==> config.mk <==
export PLATFORM = sky130hd
export DESIGN_NAME = txbuf_arbiter
export DESIGN_NICKNAME = d
export VERILOG_FILES = /design/src/rtl/txarb_pkg.sv /design/src/rtl/txarb_store.sv /design/src/rtl/txarb_rank.sv /design/src/rtl/txarb_seq.sv /design/src/rtl/txbuf_arbiter.sv
export SDC_FILE = /design/constraint.sdc
export NUM_CORES = 1
export LEC_CHECK = 0
export BUFFER_PORTS_ARGS = -buffer_cell sky130_fd_sc_hd__buf_2
export CELL_PAD_IN_SITES_DETAIL_PLACEMENT = 1
export CELL_PAD_IN_SITES_GLOBAL_PLACEMENT = 2
export CORE_MARGIN = 2
export CORE_UTILIZATION = 37
export DETAILED_ROUTE_END_ITERATION = 7
export PLACE_DENSITY_LB_ADDON = 0.08
export SYNTH_ARGS = -nofsm -noshare
export SYNTH_HDL_FRONTEND = slang
export SYNTH_SLANG_ARGS = --single-unit
==> constraint.sdc <==
create_clock -name clk -period 7.3 [get_ports clk]
set_input_delay 0.73 -clock clk [delete_from_list [all_inputs] [get_ports clk]]
set_output_delay 0.73 -clock clk [all_outputs]
set_load 0.005 [all_outputs]
==> src/rtl/txarb_pkg.sv <==
package txarb_pkg;

    localparam logic [3:0] CODE_RX_OFF = 4'b0000;
    localparam logic [3:0] CODE_TX_OFF = 4'b1000;
    localparam logic [3:0] CODE_TX_REQ = 4'b1100;

    typedef enum logic [1:0] {
        ST_IDLE  = 2'd0,
        ST_SCAN  = 2'd1,
        ST_OFFER = 2'd2
    } arb_state_e;

endpackage

==> src/rtl/txarb_store.sv <==
module txarb_store
    import txarb_pkg::*;
#(
    parameter int NBUF = 16,
    parameter int IDW  = 29,
    parameter int STDW = 11
) (
    input  logic                      clk,
    input  logic                      rst_n,
    input  logic                      wr_en,
    input  logic [$clog2(NBUF)-1:0]   wr_idx,
    input  logic [3:0]                wr_code,
    input  logic [IDW-1:0]            wr_id,
    input  logic                      wr_ext,
    input  logic                      clr_en,
    input  logic [$clog2(NBUF)-1:0]   clr_idx,
    input  logic [$clog2(NBUF)-1:0]   scan_idx,
    input  logic [$clog2(NBUF)-1:0]   rd_idx,
    output logic [3:0]                scan_code,
    output logic [IDW-1:0]            scan_key,
    output logic                      scan_ext,
    output logic [3:0]                rd_code,
    output logic [NBUF*4-1:0]         code_flat
);

    localparam int LOW_W = IDW - STDW;

    logic [IDW-1:0] wr_key;
    logic [3:0]     code_q [NBUF];
    logic [IDW-1:0] key_q  [NBUF];
    logic           ext_q  [NBUF];

    // Standard identifiers sit in the top bits; their low bits do not rank.
    assign wr_key = wr_ext ? wr_id : {wr_id[IDW-1 -: STDW], {LOW_W{1'b0}}};

    for (genvar g = 0; g < NBUF; g++) begin : g_buf
        logic sel_wr;
        logic sel_clr;
        assign sel_wr  = wr_en  && (wr_idx  == g[$clog2(NBUF)-1:0]);
        assign sel_clr = clr_en && (clr_idx == g[$clog2(NBUF)-1:0]);

        always_ff @(posedge clk or negedge rst_n) begin
            if (!rst_n) begin
                code_q[g] <= CODE_RX_OFF;
                key_q[g]  <= '0;
                ext_q[g]  <= 1'b0;
            end else if (sel_wr) begin
                code_q[g] <= wr_code;
                key_q[g]  <= wr_key;
                ext_q[g]  <= wr_ext;
            end else if (sel_clr) begin
                code_q[g] <= CODE_TX_OFF;
            end
        end

        assign code_flat[g*4 +: 4] = code_q[g];
    end

    assign scan_code = code_q[scan_idx];
    assign scan_key  = key_q[scan_idx];
    assign scan_ext  = ext_q[scan_idx];
    assign rd_code   = code_q[rd_idx];

endmodule

==> src/rtl/txarb_rank.sv <==
module txarb_rank #(
    parameter int IDW = 29
) (
    input  logic           by_index,
    input  logic           best_vld,
    input  logic [IDW-1:0] best_key,
    input  logic           best_ext,
    input  logic           cand_ok,
    input  logic [IDW-1:0] cand_key,
    input  logic           cand_ext,
    output logic           take
);

    logic key_lt;
    logic key_eq;
    logic id_better;

    assign key_lt    = cand_key < best_key;
    assign key_eq    = cand_key == best_key;
    // Scan runs upward, so a tie that gets this far keeps the lower index.
    assign id_better = key_lt || (key_eq && !cand_ext && best_ext);

    always_comb begin
        take = 1'b0;
        if (cand_ok) begin
            if (!best_vld) take = 1'b1;
            else if (!by_index) take = id_better;
        end
    end

endmodule

==> src/rtl/txarb_seq.sv <==
module txarb_seq
    import txarb_pkg::*;
#(
    parameter int NBUF = 16,
    parameter int IDW  = 29
) (
    input  logic                      clk,
    input  logic                      rst_n,
    input  logic                      by_index,
    input  logic                      wr_en,
    input  logic [$clog2(NBUF)-1:0]   wr_idx,
    input  logic                      tx_done,
    input  logic [3:0]                scan_code,
    input  logic [IDW-1:0]            scan_key,
    input  logic                      scan_ext,
    output logic [$clog2(NBUF)-1:0]   scan_idx,
    output logic                      clr_en,
    output logic [$clog2(NBUF)-1:0]   clr_idx,
    output logic                      win_valid,
    output logic [$clog2(NBUF)-1:0]   win_idx
);

    localparam int IW = $clog2(NBUF);

    arb_state_e     state_q, state_d;
    logic [IW-1:0]  ptr_q;
    logic [NBUF-1:0] excl_q;
    logic           mode_q;
    logic           bvld_q;
    logic [IW-1:0]  bidx_q;
    logic [IDW-1:0] bkey_q;
    logic           bext_q;

    logic [NBUF-1:0] wr_hot;
    logic [NBUF-1:0] excl_now;
    logic            cand_ok;
    logic            take;
    logic            nbvld;
    logic [IW-1:0]   nbidx;
    logic            last_slot;
    logic            run_ok;
    logic            hit_win;

    assign wr_hot    = wr_en ? ({{(NBUF-1){1'b0}}, 1'b1} << wr_idx) : '0;
    assign excl_now  = excl_q | wr_hot;
    assign cand_ok   = (state_q == ST_SCAN) && (scan_code == CODE_TX_REQ)
                       && !excl_now[ptr_q];
    assign nbvld     = bvld_q | take;
    assign nbidx     = take ? ptr_q : bidx_q;
    assign last_slot = ptr_q == IW'(NBUF - 1);
    assign run_ok    = nbvld && !excl_now[nbidx];
    assign hit_win   = wr_en && (wr_idx == bidx_q);

    txarb_rank #(.IDW(IDW)) u_rank (
        .by_index (mode_q),
        .best_vld (bvld_q),
        .best_key (bkey_q),
        .best_ext (bext_q),
        .cand_ok  (cand_ok),
        .cand_key (scan_key),
        .cand_ext (scan_ext),
        .take     (take)
    );

    // Next-state decision
    always_comb begin
        state_d = state_q;
        unique case (state_q)
            ST_IDLE:  state_d = ST_SCAN;
            ST_SCAN:  if (last_slot) state_d = run_ok ? ST_OFFER : ST_IDLE;
            ST_OFFER: if (hit_win || tx_done) state_d = ST_IDLE;
            default:  state_d = ST_IDLE;
        endcase
    end

    // State register
    always_ff @(posedge clk or negedge rst_n) begin
        if (!rst_n) state_q <= ST_IDLE;
        else        state_q <= state_d;
    end

    // Run bookkeeping: pointer, exclusions, best candidate
    always_ff @(posedge clk or negedge rst_n) begin
        if (!rst_n) begin
            ptr_q  <= '0;
            excl_q <= '0;
            mode_q <= 1'b0;
            bvld_q <= 1'b0;
            bidx_q <= '0;
            bkey_q <= '0;
            bext_q <= 1'b0;
        end else begin
            unique case (state_q)
                ST_IDLE: begin
                    ptr_q  <= '0;
                    excl_q <= '0;
                    bvld_q <= 1'b0;
                    mode_q <= by_index;
                end
                ST_SCAN: begin
                    ptr_q  <= ptr_q + 1'b1;
                    excl_q <= excl_now;
                    bvld_q <= nbvld;
                    if (take) begin
                        bidx_q <= ptr_q;
                        bkey_q <= scan_key;
                        bext_q <= scan_ext;
                    end
                end
                ST_OFFER: ;
                default: ;
            endcase
        end
    end

    // Outputs
    always_comb begin
        win_valid = state_q == ST_OFFER;
        win_idx   = bidx_q;
        clr_en    = (state_q == ST_OFFER) && tx_done && !hit_win;
        clr_idx   = bidx_q;
        scan_idx  = ptr_q;
    end

endmodule

==> src/rtl/txbuf_arbiter.sv <==
module txbuf_arbiter #(
    parameter int NBUF = 16,
    parameter int IDW  = 29,
    parameter int STDW = 11
) (
    input  logic                      clk,
    input  logic                      rst_n,
    input  logic                      by_index,
    input  logic                      wr_en,
    input  logic [$clog2(NBUF)-1:0]   wr_idx,
    input  logic [3:0]                wr_code,
    input  logic [IDW-1:0]            wr_id,
    input  logic                      wr_ext,
    input  logic                      tx_done,
    input  logic [$clog2(NBUF)-1:0]   rd_idx,
    output logic                      win_valid,
    output logic [$clog2(NBUF)-1:0]   win_idx,
    output logic [3:0]                rd_code
);

    localparam int IW = $clog2(NBUF);

    logic [IW-1:0]    scan_idx;
    logic [3:0]       scan_code;
    logic [IDW-1:0]   scan_key;
    logic             scan_ext;
    logic             clr_en;
    logic [IW-1:0]    clr_idx;
    logic [NBUF*4-1:0] code_flat;

    txarb_store #(.NBUF(NBUF), .IDW(IDW), .STDW(STDW)) u_store (
        .clk       (clk),
        .rst_n     (rst_n),
        .wr_en     (wr_en),
        .wr_idx    (wr_idx),
        .wr_code   (wr_code),
        .wr_id     (wr_id),
        .wr_ext    (wr_ext),
        .clr_en    (clr_en),
        .clr_idx   (clr_idx),
        .scan_idx  (scan_idx),
        .rd_idx    (rd_idx),
        .scan_code (scan_code),
        .scan_key  (scan_key),
        .scan_ext  (scan_ext),
        .rd_code   (rd_code),
        .code_flat (code_flat)
    );

    txarb_seq #(.NBUF(NBUF), .IDW(IDW)) u_seq (
        .clk       (clk),
        .rst_n     (rst_n),
        .by_index  (by_index),
        .wr_en     (wr_en),
        .wr_idx    (wr_idx),
        .tx_done   (tx_done),
        .scan_code (scan_code),
        .scan_key  (scan_key),
        .scan_ext  (scan_ext),
        .scan_idx  (scan_idx),
        .clr_en    (clr_en),
        .clr_idx   (clr_idx),
        .win_valid (win_valid),
        .win_idx   (win_idx)
    );

endmodule

[After elaboration in Yosys (flattened, before gate mapping)]
Index checks and enable logic that the tools add are counted.
Word-level totals
  output and inout bits: 9
  input port bits: 47
  logic and storage cells: 234
  register bits: 602
Operators by class
  shift operators: 1
  multiplexer cells: 61
  reductions and logical operators: 68
  bitwise operators: 4
  $add $sub $neg: 1
  eq/ne operators: 38
  order comparisons: 5
Operators by type and width (count)
  4-bit two-way mux: 37
  29-bit binary-select mux with 4-bit select: 1
  4-bit == test (second input constant): 18
  29-bit two-way mux: 2
  1-bit logical AND: 40
  2-bit nonzero test: 17
  4-bit binary-select mux with 4-bit select: 2
  4-bit by 3-bit == test with 1-bit output (second input constant): 8
  16-bit one-hot mux with 2 select lines: 1
  29-bit == test: 1
  29-bit less-than comparator: 1
  18-bit two-way mux: 1
  4-bit by 2-bit == test with 1-bit output (second input constant): 4
  16-bit two-way mux: 1
  16-bit bitwise OR: 1
  1-bit by 4-bit left shift with 16-bit output (first input constant): 1
  1-bit binary-select mux with 4-bit select: 3
  5-bit greater-or-equal comparator (second input constant): 2
  4-bit by 5-bit less-than comparator with 1-bit output (second input constant): 2
  4-bit NOT with 5-bit output: 2
  4-bit by 1-bit == test with 1-bit output (second input constant): 2
  4-bit logical NOT: 2
  4-bit one-hot mux with 2 select lines: 1
  1-bit two-way mux: 7
  13 further kinds: 21

[Longest topological paths before layout]
  word-level depth: 19
  depth in mapped cells: 21
  gate-level depth less buffers: 14

[Hierarchy]
From an unflattened synthesis, not the netlist that was laid out.
Unflattened totals
  cells, all modules: 1962
  area, all modules: 28650.0 sq um
Modules (own cells, without submodules)
  txarb_store: area an instance 24987.7 sq um, cells an instance 1597, sequential area each 13613.1 sq um, times used 1
  txarb_seq: area an instance 2896.5 sq um, cells an instance 262, sequential area each 1451.4 sq um, times used 1
  txarb_rank: area an instance 765.7 sq um, cells an instance 103, sequential area each 0.0 sq um, times used 1

[Worst setup path after synthesis]
No wires, ideal clock.
  kind: reg-to-reg
  start point: reg u_seq.ptr_q[0], in the netlist u_seq.scan_idx[0]
  end point: reg u_seq.state_q[1]
  period minus slack after synthesis: 5.559 ns
  library setup time: 0.136 ns
  cell stages (with the launch flop): 21
  arrival: 5.423 ns
  path slack: 1.741 ns
  path buffers: 7
  path through: dfrtp_1 buf_6 buf_2 buf_2 clkbuf_1 buf_2 buf_2 mux4_2 mux4_2 ha_1 nor2b_1 o21ai_1 a311oi_1 o41a_1 o41ai_2 o21ai_4 buf_6 mux2_1 a2111o_1 a32oi_1 o41ai_2
On the way
  cells in the longest elaborated chain, start to end: 19
RTL lines
  start, declared: line txarb_seq.sv:26  | logic [IW-1:0] ptr_q;
  start signal, assigned: line txarb_seq.sv:101  | ptr_q <= ptr_q + 1'b1;
  4-bit NOT with 5-bit output (implied by the code) *: line txarb_store.sv:60  | assign scan_key = key_q[scan_idx];
  29-bit binary-select mux with 4-bit select *: line txarb_store.sv:60
  29-bit two-way mux (implied by the code) * (2 in series): line txarb_store.sv:60
  named net scan_key[1]: line txbuf_arbiter.sv:25  | logic [IDW-1:0] scan_key;
  branches (longest 3 deep; another with 29-bit less-than comparator)
  1-bit logical OR *: line txarb_rank.sv:21  | assign id_better = key_lt || (key_eq && !cand_ext && best_ext);
  1-bit two-way mux *: line txarb_rank.sv:27  | else if (!by_index) take = id_better;
  1-bit two-way mux *: line txarb_rank.sv:26  | if (!best_vld) take = 1'b1;
  1-bit two-way mux *: line txarb_rank.sv:25  | if (cand_ok) begin
  4-bit two-way mux
  1-bit binary-select mux with 4-bit select: line txarb_seq.sv:51  | assign run_ok = nbvld && !excl_now[nbidx];
  1-bit two-way mux (implied by the code): line txarb_seq.sv:51
  1-bit logical NOT: line txarb_seq.sv:51
  1-bit logical AND *: line txarb_seq.sv:51
  2-bit two-way mux * (2 in series): line txarb_seq.sv:70  | ST_SCAN: if (last_slot) state_d = run_ok ? ST_OFFER : ST_IDLE;
  2-bit one-hot mux with 3 select lines *: line txarb_seq.sv:68  | unique case (state_q)
  end signal, assigned: line txarb_seq.sv:79  | else state_q <= state_d;
  end, declared: line txarb_seq.sv:25  | arb_state_e state_q, state_d;
Mark *: on every way through the listed nets, which the timed path passes. The select of a mux whose other input is x is not followed.
A chain may end at the register's enable or synchronous reset.

[Final worst setup path]
  start point: reg u_seq.ptr_q[1], in the netlist u_seq.scan_idx[1]
  end point: reg u_seq.state_q[1]
The elaborated chain is that of the path after synthesis.

==> impl_metrics.env <==
export IMPL_rsz0062_at_grt="false"
export IMPL_final_max_slew_viol_count=0
export IMPL_layout_drive_gt1_share_pct=16.77
export IMPL_synth_cell_types=65
export IMPL_cts_tree="done"
export IMPL_syn_to_final_growth_pct=12.64
export IMPL_clk_latency_ps=630
export IMPL_finClkSkew_ps=17.13
export IMPL_r2r_worst_path_cells=14
export IMPL_critPathLaunchType="flop"
export IMPL_antenna_found_initial=3
export IMPL_ys_flop_type="dfrtp_1"
export IMPL_timing_final_ws_setup_ps=1643
export IMPL_clk_pin_slew_ps=60
export IMPL_path_class="flop to flop"
export IMPL_powerDensity_nw_per_um2=375.3
export IMPL_pre_cts_ws_ps=1657
export IMPL_synth_cells=2656
export IMPL_core_area_um2=74450
export IMPL_clock_sink_count=602
export IMPL_synth_top_family_by_area="multiplexers"
export IMPL_die_area_um2=77460
export IMPL_fmax_mhz=176.8
export IMPL_drv_cap=0
export IMPL_ios=56
export IMPL_htree_levels=3
export IMPL_finalNonFillerCells=3635
export IMPL_drtIter0Drc=1336
export IMPL_status="completed"
export IMPL_setup_viol=0
export IMPL_grt_use_total_pct=24.97
export IMPL_initial_core_util_pct=37.40
export IMPL_antenna_cells=0
export IMPL_dp_cells=3507
export IMPL_critPathLaunch="u_seq.scan_idx[1]"
export IMPL_synthArstFlopShare_pct=100.0
export IMPL_hold_path_class="input pin to asynchronous set/reset pin"
export IMPL_ir_drop_mv=0.2101
export IMPL_place_gp_congestion=0.8305
export IMPL_fin_tns_setup_ps=0
export IMPL_max_slew_margin_pct=28.84
export IMPL_synth_warnings=0
export IMPL_hpwl_um=55100
export IMPL_grt_remaining_overflow=0
export IMPL_wl_um=94200
export IMPL_ys_ff_latch=602
export IMPL_endpoint_kind="flop"
export IMPL_io_buffers=55
export IMPL_synth_compound_area_share_pct=9.680
export IMPL_synth_area_mux_share_pct=15.60
export IMPL_dieHeight_um=278.3
export IMPL_required_ps=7820
export IMPL_synth_enable_flop_cells=0
export IMPL_post_cts_setup_buffers=0
export IMPL_fin_crit_ps=5657
export IMPL_nets=2690
export IMPL_r2r_end="u_seq.state_q[1]"
export IMPL_wl_per_cell_um=25.91
export IMPL_p_leak_nw=14.55
export IMPL_die_x_um=278.3
export IMPL_syn_cell_area_um2=27840
export IMPL_cts_root_buf="clkbuf_16"
export IMPL_synth_seq_area_share_pct=54.11
export IMPL_route_detailed_drc=0
export IMPL_vias_per_cell=5.591
export IMPL_grt_pass1_wl_um=144400
export IMPL_tightest_slew_ps=1067
export IMPL_grt_max_degree=151
export IMPL_postCtsHoldBufs=0
export IMPL_synthSimpleGateAreaFrac_pct=15.31
export IMPL_yosys_area_share_xor_xnor_pct=0.1887
export IMPL_firstDrtPassIters=5
export IMPL_layout_worst_path_cycle_share_pct=77.49
export IMPL_final_core_util_pct=42.13
export IMPL_reg2reg_slack_ps=1640
export IMPL_synth_nets=2733
export IMPL_post_cts_resize_count=0
export IMPL_cp_arrival_ps=6180
export IMPL_ant_nets=0
export IMPL_vias=20330
export IMPL_rows=100
export IMPL_worst_path_max_fanout=47
export IMPL_finalHoldViolCount=0
export IMPL_r2r_start="u_seq.scan_idx[1]"
export IMPL_synthAdderAreaFrac_pct=1.348
export IMPL_grt_pass1_vias=21930
export IMPL_syn_mean_instance_area_um2=10.48
export IMPL_numCtsBuffers=73
export IMPL_ctsLongestPathBuffers=3
[worst max-delay path by stage]
stage,end
floorplan,u_seq.state_q[1]
global placement,u_seq.state_q[1]
detailed placement,u_seq.state_q[1]
CTS,u_seq.state_q[1]
global route,u_seq.state_q[1]
finish,u_seq.state_q[1]
[routing by layer]
metal  global-route usage, %  share of wire (%)  up-vias
met4                   6.764                2.3        6
met5                       0              0.032        -
li1                        -                  -     8997
met1                   35.85                 47    10790
met3                   3.198                4.0      142
met2                   40.01                 47      392
[stage by stage]
step,instance area [µm²],hold WS [ps],total power [mW]
floorplan,27840,434.4,7.102
global placement,29070,449.9,8.196
detailed placement,29070,459.0,8.317
CTS,31360,148.5,11.91
global route,31360,179.9,12.45
finish,31360,138.8,11.77
[cells in the mapped netlist (4+ instances only)]
cell	count	area, µm²
nand2_1	918	3446
dfrtp_1	602	15060
o21ai_0	299	1496
clkbuf_1	184	690.7
mux4_2	168	3784
nor2_1	75	281.5
inv_1	52	195.2
a22o_1	49	429.2
a21oi_1	47	235.2
ha_1	30	375.4
mux2_2	29	326.6
buf_1	20	75.07
o21a_1	20	150.1
nand3_1	16	80.08
nor3_1	13	65.06
buf_2	11	55.05
nand4_1	11	68.82
mux2i_1	8	80.08
a31oi_1	6	37.54
nor2b_1	6	37.54
xnor2_1	6	52.55
a211oi_1	5	37.54
a21o_1	4	30.03
mux4_1	4	105.1
nand2b_1	4	25.02
nor4bb_1	4	40.04
[cells in the final DEF (no fill, tap or decap), types with 14 or more instances in the layout]
cell type	synthesis	final
nand2_1	918	906
dfrtp_1	602	599
o21ai_0	299	299
mux4_2	168	168
clkbuf_16	0	77
nor2_1	75	63
buf_2	11	54
inv_1	52	51
a22o_1	49	49
a21oi_1	47	47
buf_4	1	39
ha_1	30	30
mux2_2	29	29
clkbuf_1	184	23
o21a_1	20	19
clkbuf_8	0	14
[sequential cells by signal, summed over array words and instances (netlist names)]
| name | cells |
|---|---|
| u_seq.state_q | 2 |
| u_store.key_q | 464 |
| u_store.ext_q | 16 |
| u_seq.mode_q | 1 |
| u_seq.bkey_q | 29 |
| u_seq.bvld_q | 1 |
| u_seq.excl_q | 16 |
| u_seq.clr_idx | 4 |
| u_seq.bext_q | 1 |
| u_seq.scan_idx | 4 |
| u_store.code_flat | 64 |
[where the power goes]
group,leakage (nW),switching (mW),total [mW],internal [mW]
clock,1.13,1.47,3.54,2.07
combinational,5.65,1.81,3.57,1.76
sequential,7.77,0.637,4.66,4.02
total,14.6,3.92,11.8,7.85
[cell type report]
type	count	area, µm²
well taps	969	1212
repair buffers	100	698.2
multi-input cells	1783	11890
flip-flops and latches	602	15070
clock buffers	114	2206
inverters	53	198.9
fillers	8027	43090
clock inverters	14	86.33
[cell families after synthesis]
| group | Yosys count |
|---|---|
| compound gates | 460 |
| xor+xnor | 6 |
| fa+ha+maj | 30 |
| buf+inv | 271 |
| flops | 602 |
| mux | 212 |
| simple gates | 1075 |
[worst max-delay path: stages (launching register included)]
cell and delay [ps]:
dfrtp_4 990, buf_4 450, mux4_2 360, mux4_2 540, ha_1 350, and3_1 180
o21ai_1 80, a311oi_1 110, o41a_1 430, o41ai_2 620, o21ai_4 240, mux2i_4 320
mux2i_1 130, mux4_2 490, o41ai_2 210
Power figures use the tool's default switching activity.
